[src/rtl/tri_fir_pkg.sv]
package tri_fir_pkg;

    localparam int SMP_W   = 14;
    localparam int EXP_W   = 3;
    localparam int RNG_W   = 3;
    localparam int MAX_EXP = (1 << EXP_W) - 1;
    localparam int N_STAGE = 2;

    typedef logic [EXP_W-1:0] exp_t;
    typedef logic [RNG_W-1:0] rng_t;

    typedef enum logic [RNG_W-1:0] {
        RNG_WIDE = 3'b100,
        RNG_MID  = 3'b010,
        RNG_FINE = 3'b001
    } rng_e;

    typedef struct packed {
        exp_t tap;
        rng_t rng;
    } cfg_t;

    localparam exp_t TAP_RST = 3'd2;
    localparam rng_t RNG_RST = RNG_WIDE;

    function automatic exp_t range_floor(rng_t r);
        exp_t f;
        case (r)
            RNG_MID:  f = 3'd2;
            RNG_FINE: f = 3'd4;
            default:  f = 3'd0;
        endcase
        return f;
    endfunction

    function automatic exp_t eff_exp(cfg_t c);
        exp_t f;
        f = range_floor(c.rng);
        return (c.tap < f) ? f : c.tap;
    endfunction

endpackage

[src/rtl/tri_fir_cfg.sv]
module tri_fir_cfg
    import tri_fir_pkg::*;
(
    input  logic clk,
    input  logic rst,
    input  exp_t tap_i,
    input  rng_t rng_i,
    input  logic smp_vld_i,
    output logic flush_o,
    output logic accept_o,
    output exp_t m_o
);

    cfg_t held_q;
    cfg_t req;

    assign req = '{tap: tap_i, rng: rng_i};

    always_ff @(posedge clk) begin
        if (rst) begin
            held_q <= '{tap: TAP_RST, rng: RNG_RST};
        end else begin
            held_q <= req;
        end
    end

    always_comb begin
        flush_o  = (req != held_q);
        accept_o = smp_vld_i && !flush_o && !rst;
        m_o      = eff_exp(held_q);
    end

endmodule

[src/rtl/tri_fir_stage.sv]
module tri_fir_stage
    import tri_fir_pkg::*;
#(
    parameter int DW    = SMP_W,
    parameter int MAX_M = MAX_EXP
) (
    input  logic                 clk,
    input  logic                 rst,
    input  logic                 flush,
    input  exp_t                 m,
    input  logic                 in_vld,
    input  logic signed [DW-1:0] in_dat,
    output logic                 out_vld,
    output logic signed [DW-1:0] out_dat
);

    localparam int DEPTH = 1 << MAX_M;
    localparam int PW    = MAX_M;
    localparam int SW    = DW + MAX_M;

    logic signed [DW-1:0] hist [DEPTH];
    logic [PW-1:0]        ptr_q;
    logic [PW-1:0]        ptr_nx;
    logic [PW:0]          fill_q;
    logic [PW:0]          span;
    logic [PW:0]          mask_w;
    logic                 full;
    logic                 take;
    logic signed [DW-1:0] oldest;
    logic signed [SW-1:0] acc_q;
    logic signed [SW-1:0] acc_nx;
    logic signed [SW-1:0] in_ext;
    logic signed [SW-1:0] old_ext;
    logic signed [SW-1:0] scaled;

    always_comb begin
        span    = (PW+1)'(1) << m;
        mask_w  = span - (PW+1)'(1);
        full    = (fill_q == span);
        take    = in_vld && !flush && !rst;
        oldest  = full ? hist[ptr_q] : '0;
        in_ext  = SW'(in_dat);
        old_ext = SW'(oldest);
        acc_nx  = acc_q + in_ext - old_ext;
        scaled  = acc_nx >>> m;
        ptr_nx  = (ptr_q + PW'(1)) & mask_w[PW-1:0];
    end

    always_ff @(posedge clk) begin
        if (rst || flush) begin
            ptr_q   <= '0;
            fill_q  <= '0;
            acc_q   <= '0;
            out_vld <= 1'b0;
            out_dat <= '0;
        end else begin
            out_vld <= in_vld;
            if (in_vld) begin
                ptr_q   <= ptr_nx;
                fill_q  <= full ? fill_q : fill_q + (PW+1)'(1);
                acc_q   <= acc_nx;
                out_dat <= scaled[DW-1:0];
            end
        end
    end

    always_ff @(posedge clk) begin
        if (take) begin
            hist[ptr_q] <= in_dat;
        end
    end

endmodule

[src/rtl/tri_fir_gate.sv]
module tri_fir_gate
    import tri_fir_pkg::*;
#(
    parameter int MAX_M  = MAX_EXP,
    parameter int STAGES = N_STAGE
) (
    input  logic clk,
    input  logic rst,
    input  logic flush,
    input  logic accept,
    input  exp_t m,
    input  logic last_vld,
    output logic out_vld
);

    localparam int CW = MAX_M + 2;

    logic [CW-1:0]     cnt_q;
    logic [CW-1:0]     target;
    logic              ready;
    logic [STAGES-1:0] tag_q;

    always_comb begin
        target = (CW'(2) << m) - CW'(1);
        ready  = (cnt_q + CW'(1)) >= target;
    end

    always_ff @(posedge clk) begin
        if (rst || flush) begin
            cnt_q <= '0;
            tag_q <= '0;
        end else begin
            if (accept && cnt_q != target) begin
                cnt_q <= cnt_q + CW'(1);
            end
            tag_q[0] <= accept && ready;
            for (int i = 1; i < STAGES; i++) begin
                tag_q[i] <= tag_q[i-1];
            end
        end
    end

    assign out_vld = last_vld && tag_q[STAGES-1];

endmodule

[src/rtl/tri_fir_filter.sv]
module tri_fir_filter
    import tri_fir_pkg::*;
#(
    parameter int DW     = SMP_W,
    parameter int MAX_M  = MAX_EXP,
    parameter int STAGES = N_STAGE
) (
    input  logic          clk,
    input  logic          rst,
    input  logic [DW-1:0] smp_i,
    input  logic          smp_vld_i,
    input  logic [2:0]    tap_exp_i,
    input  logic [2:0]    range_i,
    output logic [DW-1:0] out_dat_o,
    output logic          out_vld_o
);

    logic                 flush;
    logic                 accept;
    exp_t                 m_eff;
    logic [STAGES:0]      vld_c;
    logic signed [DW-1:0] dat_c [STAGES+1];

    tri_fir_cfg u_cfg (
        .clk       (clk),
        .rst       (rst),
        .tap_i     (tap_exp_i),
        .rng_i     (range_i),
        .smp_vld_i (smp_vld_i),
        .flush_o   (flush),
        .accept_o  (accept),
        .m_o       (m_eff)
    );

    assign vld_c[0] = accept;
    assign dat_c[0] = $signed(smp_i);

    for (genvar g = 0; g < STAGES; g++) begin : g_stage
        tri_fir_stage #(
            .DW    (DW),
            .MAX_M (MAX_M)
        ) u_stg (
            .clk     (clk),
            .rst     (rst),
            .flush   (flush),
            .m       (m_eff),
            .in_vld  (vld_c[g]),
            .in_dat  (dat_c[g]),
            .out_vld (vld_c[g+1]),
            .out_dat (dat_c[g+1])
        );
    end

    tri_fir_gate #(
        .MAX_M  (MAX_M),
        .STAGES (STAGES)
    ) u_gate (
        .clk      (clk),
        .rst      (rst),
        .flush    (flush),
        .accept   (accept),
        .m        (m_eff),
        .last_vld (vld_c[STAGES]),
        .out_vld  (out_vld_o)
    );

    assign out_dat_o = dat_c[STAGES];

endmodule

[config.mk]
export PLATFORM = sky130hd
export DESIGN_NAME = tri_fir_filter
export DESIGN_NICKNAME = d
export VERILOG_FILES = /design/src/rtl/tri_fir_pkg.sv /design/src/rtl/tri_fir_cfg.sv /design/src/rtl/tri_fir_stage.sv /design/src/rtl/tri_fir_gate.sv /design/src/rtl/tri_fir_filter.sv
export SDC_FILE = /design/constraint.sdc
export NUM_CORES = 2
export LEC_CHECK = 0
export BUFFER_PORTS_ARGS = -buffer_cell sky130_fd_sc_hd__clkbuf_2
export CORE_ASPECT_RATIO = 0.5
export CORE_MARGIN = 8
export CORE_UTILIZATION = 57
export DETAILED_ROUTE_END_ITERATION = 8
export GPL_TIMING_DRIVEN = 0
export PLACE_DENSITY = 0.75
export SLEW_MARGIN = 20
export SYNTH_ARGS = -nofsm -noshare
export SYNTH_HDL_FRONTEND = slang
export SYNTH_SLANG_ARGS = --single-unit
export TNS_END_PERCENT = 10
[constraint.sdc]
create_clock -name clk -period 5.6 [get_ports clk]
set_input_delay 0.56 -clock clk [delete_from_list [all_inputs] [get_ports clk]]
set_output_delay 0.56 -clock clk [all_outputs]
set_load 0.1 [all_outputs]
Word-level counts from Yosys, hierarchy flattened
Memories as Yosys holds them, arrays and structs flattened. A register that Yosys moved wholly into a read port is not among the register bits.
Index checks and enable logic that the tools add are counted.
Operators by class
  add/sub/neg operators: 11
  magnitude comparators: 2
  eq/ne operators: 6
  shift-type cells: 4
  muxes and demuxes: 12
  bitwise logic cells: 4
  reductions and logical operators: 14
Operator list (count)
  21-bit by 14-bit adder with 21-bit output: 2
  21-bit by 3-bit >>> shifter with 14-bit output: 2
  21-bit by 14-bit subtractor with 21-bit output: 2
  14-bit 2-to-1 mux: 2
  7-bit 2-to-1 mux: 4
  8-bit by 1-bit adder with 8-bit output (second input constant): 2
  8-bit equality test: 2
  7-bit by 1-bit adder with 7-bit output (second input constant): 2
  7-bit AND: 2
  9-bit by 1-bit adder with 9-bit output (second input constant): 1
  9-bit greater-or-equal comparator: 1
  1-bit logical AND: 9
  9-bit inequality test: 1
  2-bit by 3-bit << shifter with 9-bit output (first input constant): 1
  9-bit by 2-bit subtractor with 9-bit output (second input constant): 1
  1-bit by 3-bit << shifter with 8-bit output (first input constant): 1
  7-bit by 1-bit subtractor with 7-bit output (second input constant): 1
  6-bit inequality test: 1
  3-bit case mux with 2 select lines: 1
  1-bit 2-to-1 mux: 4
  2-bit AND reduction: 2
  3-bit by 1-bit equality test with 1-bit output (second input constant): 1
  3-bit by 2-bit equality test with 1-bit output (second input constant): 1
  3-bit less-than comparator: 1
  other kinds (4): 6
Word-level totals
  flip-flop bits (word level): 119
  RAM bits: 3584
  input port bits: 23
  output and inout port bits: 15
  word-level logic and storage cells: 69
  memories: 2
Memories
  g_stage[0].u_stg.hist: depth 128, width 14, read ports 1, clocked after Yosys merged registers in 1, wr ports 1, line tri_fir_stage.sv:21  | logic signed [DW-1:0] hist [DEPTH];
  g_stage[1].u_stg.hist: depth 128, width 14, read ports 1, clocked after Yosys merged registers in 1, wr ports 1, line tri_fir_stage.sv:21

Depth between registers and ports, before layout
  depth in word-level cells: 9
  gate-level depth with buffers: 26
  mapped depth without buffers: 24

Modules after synthesis
From an unflattened synthesis, not the netlist that was laid out.
Unflattened totals
  cell total of the unflattened synthesis: 6825
  area total of the unflattened synthesis: 148278.5 µm²
By module, submodules not included
  tri_fir_stage at g_stage[1].u_stg: instances 1, cells an instance 3343, area an instance 73491.7 µm²
  tri_fir_stage at g_stage[0].u_stg: instances 1, cells an instance 3297, area an instance 73281.5 µm²
  tri_fir_gate: instances 1, cells an instance 152, area an instance 1187.4 µm²
  tri_fir_cfg: instances 1, cells an instance 33, area an instance 317.8 µm²

Worst setup path after synthesis
No wires, ideal clock.
  path kind: register to register
  start point: register with a tool-made name
  end point: register g_stage[0].u_stg.out_dat[13]
  library setup time: 0.127 ns
  arrival time: 5.832 ns
  required time: 5.473 ns
  setup slack: -0.359 ns
  cell stages (with the launch flop): 21
  path buffers: 3
  clock period less this slack: 5.959 ns
  cells stage by stage: dfxtp_1 clkbuf_1 clkbuf_1 clkbuf_1 mux4_2 mux4_2 mux4_2 mux2i_1 nor2_1 fa_1 inv_1 ha_1 o21ai_0 o21a_1 or2_2 o31ai_1 a211oi_1 xnor2_1 a221o_1 a221oi_1 o2bb2ai_1
RTL lines
  to (signal assigned): line tri_fir_stage.sv:62  | out_dat <= scaled[DW-1:0];
  to (decl): line tri_fir_stage.sv:14  | output logic signed [DW-1:0] out_dat

==> metrics.yaml <==
outcome:
  status: "finished with violations"
  violations_in_the_final_reports: "design-rule violations, negative setup slack"
logic_synthesis:
  synth.mux.area_fraction_pct: 18.57
  synth.lib_cells_used.distinct: 85
  synth-edff-count: 3584
  main_combinational_cell_family_by_area_after_synthesis: "multiplexers"
  mappedNetlistNets: 6823
  yosys_warn_count: 0
  postSynth.topFlopCell: "edfxtp_1"
  synth_sequential_area_ratio_pct: 74.91
  synth-seq-cells: 3717
  fraction_of_synthesis_flops_using_an_asynchronous_set_or_reset_pin_pct: 0
  synth_compound_area_share_pct: 1.480
  synthesis.instances: 6699
  adder_cell_area_share_of_the_yosys_netlist_pct: 1.062
  synthesis.area_per_instance_sq_um: 21.98
  synthXorXnorAreaFrac_pct: 0.4555
  mappedNetlistArea_sq_mm: 0.1472
  synth_simple_gate_area_share_pct: 2.094
power:
  report.power.total_mw: 54.51
  p_sw_mw: 11.48
  p_leak_nw: 49.98
  share_seq_of_total_power_pct: 55.4
  switching_part_of_the_total_pct: 21.06
  vdd_drop_max_v: 0.0002466
  p_per_area_mw_per_mm2: 319.3
  power_frac_comb_pct: 3.4
  internal_power_mw: 43.03
  power_frac_clock_pct: 41.2
sta:
  final_max_slew_viol_count: 0
  finalHoldViolations: 0
  achievable-frequency_mhz: 156.3
  setup_repair_after_global_routing_missed_its_margin: "yes"
  post-route-worst-setup-slack_ns: -0.7960
  setup_viol: 106
  period_needed_ns: 6.396
  maxSlewHeadroom_pct: 16.84
  min_period_over_period_pct: 114.2
  final.setup_skew_ns: 0.08756
  timing_worst_slew_pin_value_ns: 1.247
grt:
  grt_start_max_net_pins: 108
  via_count_of_the_first_global_routing_pass: 75598
  gr-usage-all-layers_pct: 31.77
  antenna_found_initial: 45
  grt_pass1_wl_mm: 607.3
  global_route.overflow_total: 0
cts:
  cts_root_buffer: "clkbuf_16"
  h_tree_depth: 5
  cts_inserted_buffers: 317
  cts_sinks: 3717
  cts_max_path_buffers: 4
  clock_insertion_delay_worst_skew_ns: 0.94
  clock_transition_at_the_registers_of_the_reported_paths_ns: 0.07
  cts_tree: "built"
critical_path:
  rrSetupSlack_ns: -0.80
  setup.worst_path.start_class: "register"
  worstSetupPathType: "register to register"
  rr_worst_depth: 23
  setup.worst_path.end_class: "register"
  cp_max_fo: 9
  critPathRequiredTime_ns: 6.38
  r2r_end: "g_stage[1].u_stg.out_dat[7]"
  critical_path_arrival_ns: 7.18
detailed_routing:
  route.vias.total: 79763
  drt_wl_total_mm: 444.4
  vias_per_cell: 7.140
  first_iter_violations: 15690
  detail-route-antenna-nets: 0
  drt_drc_violations_left: 35
  post_drt_wl_per_cell_um: 39.78
  dr.pass1.iters: 9
die:
  start_util_pct: 57.11
  io-pin-count: 38
  die_width_um: 734.7
  core_outline_area_sq_mm: 0.2578
  design.die.area_sq_mm: 0.2758
  die_ht_um: 375.4
  total_number_of_placement_rows: 132
final_layout:
  final_layout_size_suffix_gt1_share_pct: 36.19
  fillers: 15652
  layout-area-overhead-vs-synth_pct: 15.97
  finalNetCount: 7525
flow_run:
  drv_cap: 0
hold_path:
  worst_hold_path.endpoint: "u_cfg.held_q[4]"
  worstHoldPathType: "primary input to register"
  whs_path_depth: 2
  timing.hold.worst.start: "tap_exp_i[1]"
place:
  gpl.final_weighted_congestion: 0.9874
  dp_worst_setup_slack_ns: -2.953
  dp.final_hpwl_mm: 296.1
  buffer_ports.inserted: 37
## worst max-delay path, stage by stage (launching register included)
cell       delay, ns
dfxtp_2         0.33
buf_6           0.12
buf_12          0.16
buf_12          0.12
buf_16          0.15
buf_16          0.17
mux4_2          0.57
mux4_2          0.61
mux4_2          0.64
mux2i_4         0.33
nor2_2          0.08
fa_1            0.48
inv_1           0.07
ha_4            0.24
nor2b_4         0.14
o2111ai_4       0.31
a21oi_4         0.14
o41a_1          0.47
a31oi_4         0.27
a222oi_1        0.16
buf_4           0.22
a21oi_4         0.13
a21oi_2         0.08
a211oi_2        0.25
## power by group through the flow
stage	clock, mW	sequential (mW)	combinational, mW
detailed placement	0	30.8	1.38
CTS	22.4	30.2	1.65
floorplan	0	30.9	0.773
global placement	0	30.9	1.26
global route	23.4	30.2	1.92
finish	22.4	30.2	1.84
## placed cells by master, fill, tap and decap left out, drive strengths merged, types with 61 or more instances in the layout
cell type     n
edfxtp     3584
mux4       1176
clkbuf      653
buf         485
nor2        410
inv         154
dfxtp       133
clkinv      121
nand2       119
a21oi        86
mux2i        82
o21ai        71
ha           61
## cells in the mapped netlist (18+ instances only)
master,count,area (sq um)
edfxtp_1,3584,107600
mux4_2,1176,26490
nor2_1,410,1539
clkbuf_1,229,859.6
inv_1,144,540.5
dfxtp_1,133,2663
nand2_1,118,442.9
a21oi_1,85,425.4
mux2i_1,82,820.8
buf_2,72,360.4
o21ai_0,70,350.3
ha_1,61,763.2
buf_1,46,172.7
fa_1,40,800.8
xor2_1,40,350.3
nand3_1,34,170.2
xnor2_1,34,297.8
a211oi_1,27,202.7
nor3_1,20,100.1
a31oi_1,19,118.9
buf_4,18,135.1
## worst max-delay path by stage
| stage | startpoint | endpoint | depth (start not counted) |
|---|---|---|---|
| global route | register | g_stage[1].u_stg.out_dat[7] | 23 |
| finish | register | g_stage[1].u_stg.out_dat[7] | 23 |
| floorplan | register | g_stage[1].u_stg.out_dat[12] | 22 |
| detailed placement | register | g_stage[0].u_stg.out_dat[13] | 21 |
| global placement | register | g_stage[0].u_stg.out_dat[13] | 20 |
| CTS | register | g_stage[0].u_stg.out_dat[13] | 20 |
## registers in the layout, summed over array words and instances, names as in the netlist, named ones only
signal	cells
g_stage.u_stg.acc_q	42
g_stage.u_stg.fill_q	16
g_stage.u_stg.hist	3584
g_stage.u_stg.out_dat	28
g_stage.u_stg.out_vld	2
g_stage.u_stg.ptr_q	14
u_cfg.held_q	6
u_gate.cnt_q	9
u_gate.tag_q	2
## through the flow
step	area, sq um	hold WS [ns]	setup TNS, ns	utilization [%]	instances
after detailed placement	155800	0.4486	-141.14	60.43	10423
after global routing	170700	0.005032	-24.41	66.21	11156
after floorplan	147400	0.4057	-0.003734	-	6699
after global placement	151900	0.4428	-153.07	58.92	10220
after CTS	169900	0.00003253	-13.18	65.90	11093
final	170700	0.04065	-25.86	66.23	11172
## area by class of cell
cell class                      instances  area, sq um  area share (%)
Multi-Input combinational cell       2469        36910           21.62
Timing Repair Buffer                  393         4926           2.885
Inverter                              145        548.0          0.3210
Tap cell                             3484         4359           2.553
Antenna cell                           39        97.59         0.05716
Sequential cell                      3717       110400           64.63
Clock inverter                        175         1729           1.013
Buffer                                358         3416           2.001
Clock buffer                          392         8398           4.919
## logic make-up (layout without fill, tap and decap cells)
logic type | after synthesis | in the layout
buf+inv | 513 | 1463
compound gates | 328 | 328
xor+xnor | 75 | 75
fa+ha+maj | 101 | 101
mux | 1261 | 1261
other cells | 1 | 40
flops | 3717 | 3717
simple gates | 703 | 703
## metal layers
layer  GRT usage, %  share of wire [%]  vias to the layer above
li1               -                  -                    29494
met1          47.15                 37                    41681
met4          6.612                2.6                       30
met2          38.69                 38                     7704
met5          2.407               0.13                        -
met3          20.71                 23                      854
## repair_timing
item | 4_1_cts | 5_1_grt
pin swaps | 64 | 55
endpoints found under the setup margin | 69 | 55
hold buffers | 2 | 0
cloned | 12 | 0
setup buffers | 98 | 41
gates resized for setup | 729 | 85
endpoints found under the hold margin | 28 | 0
(Power assumes the default switching activity.)
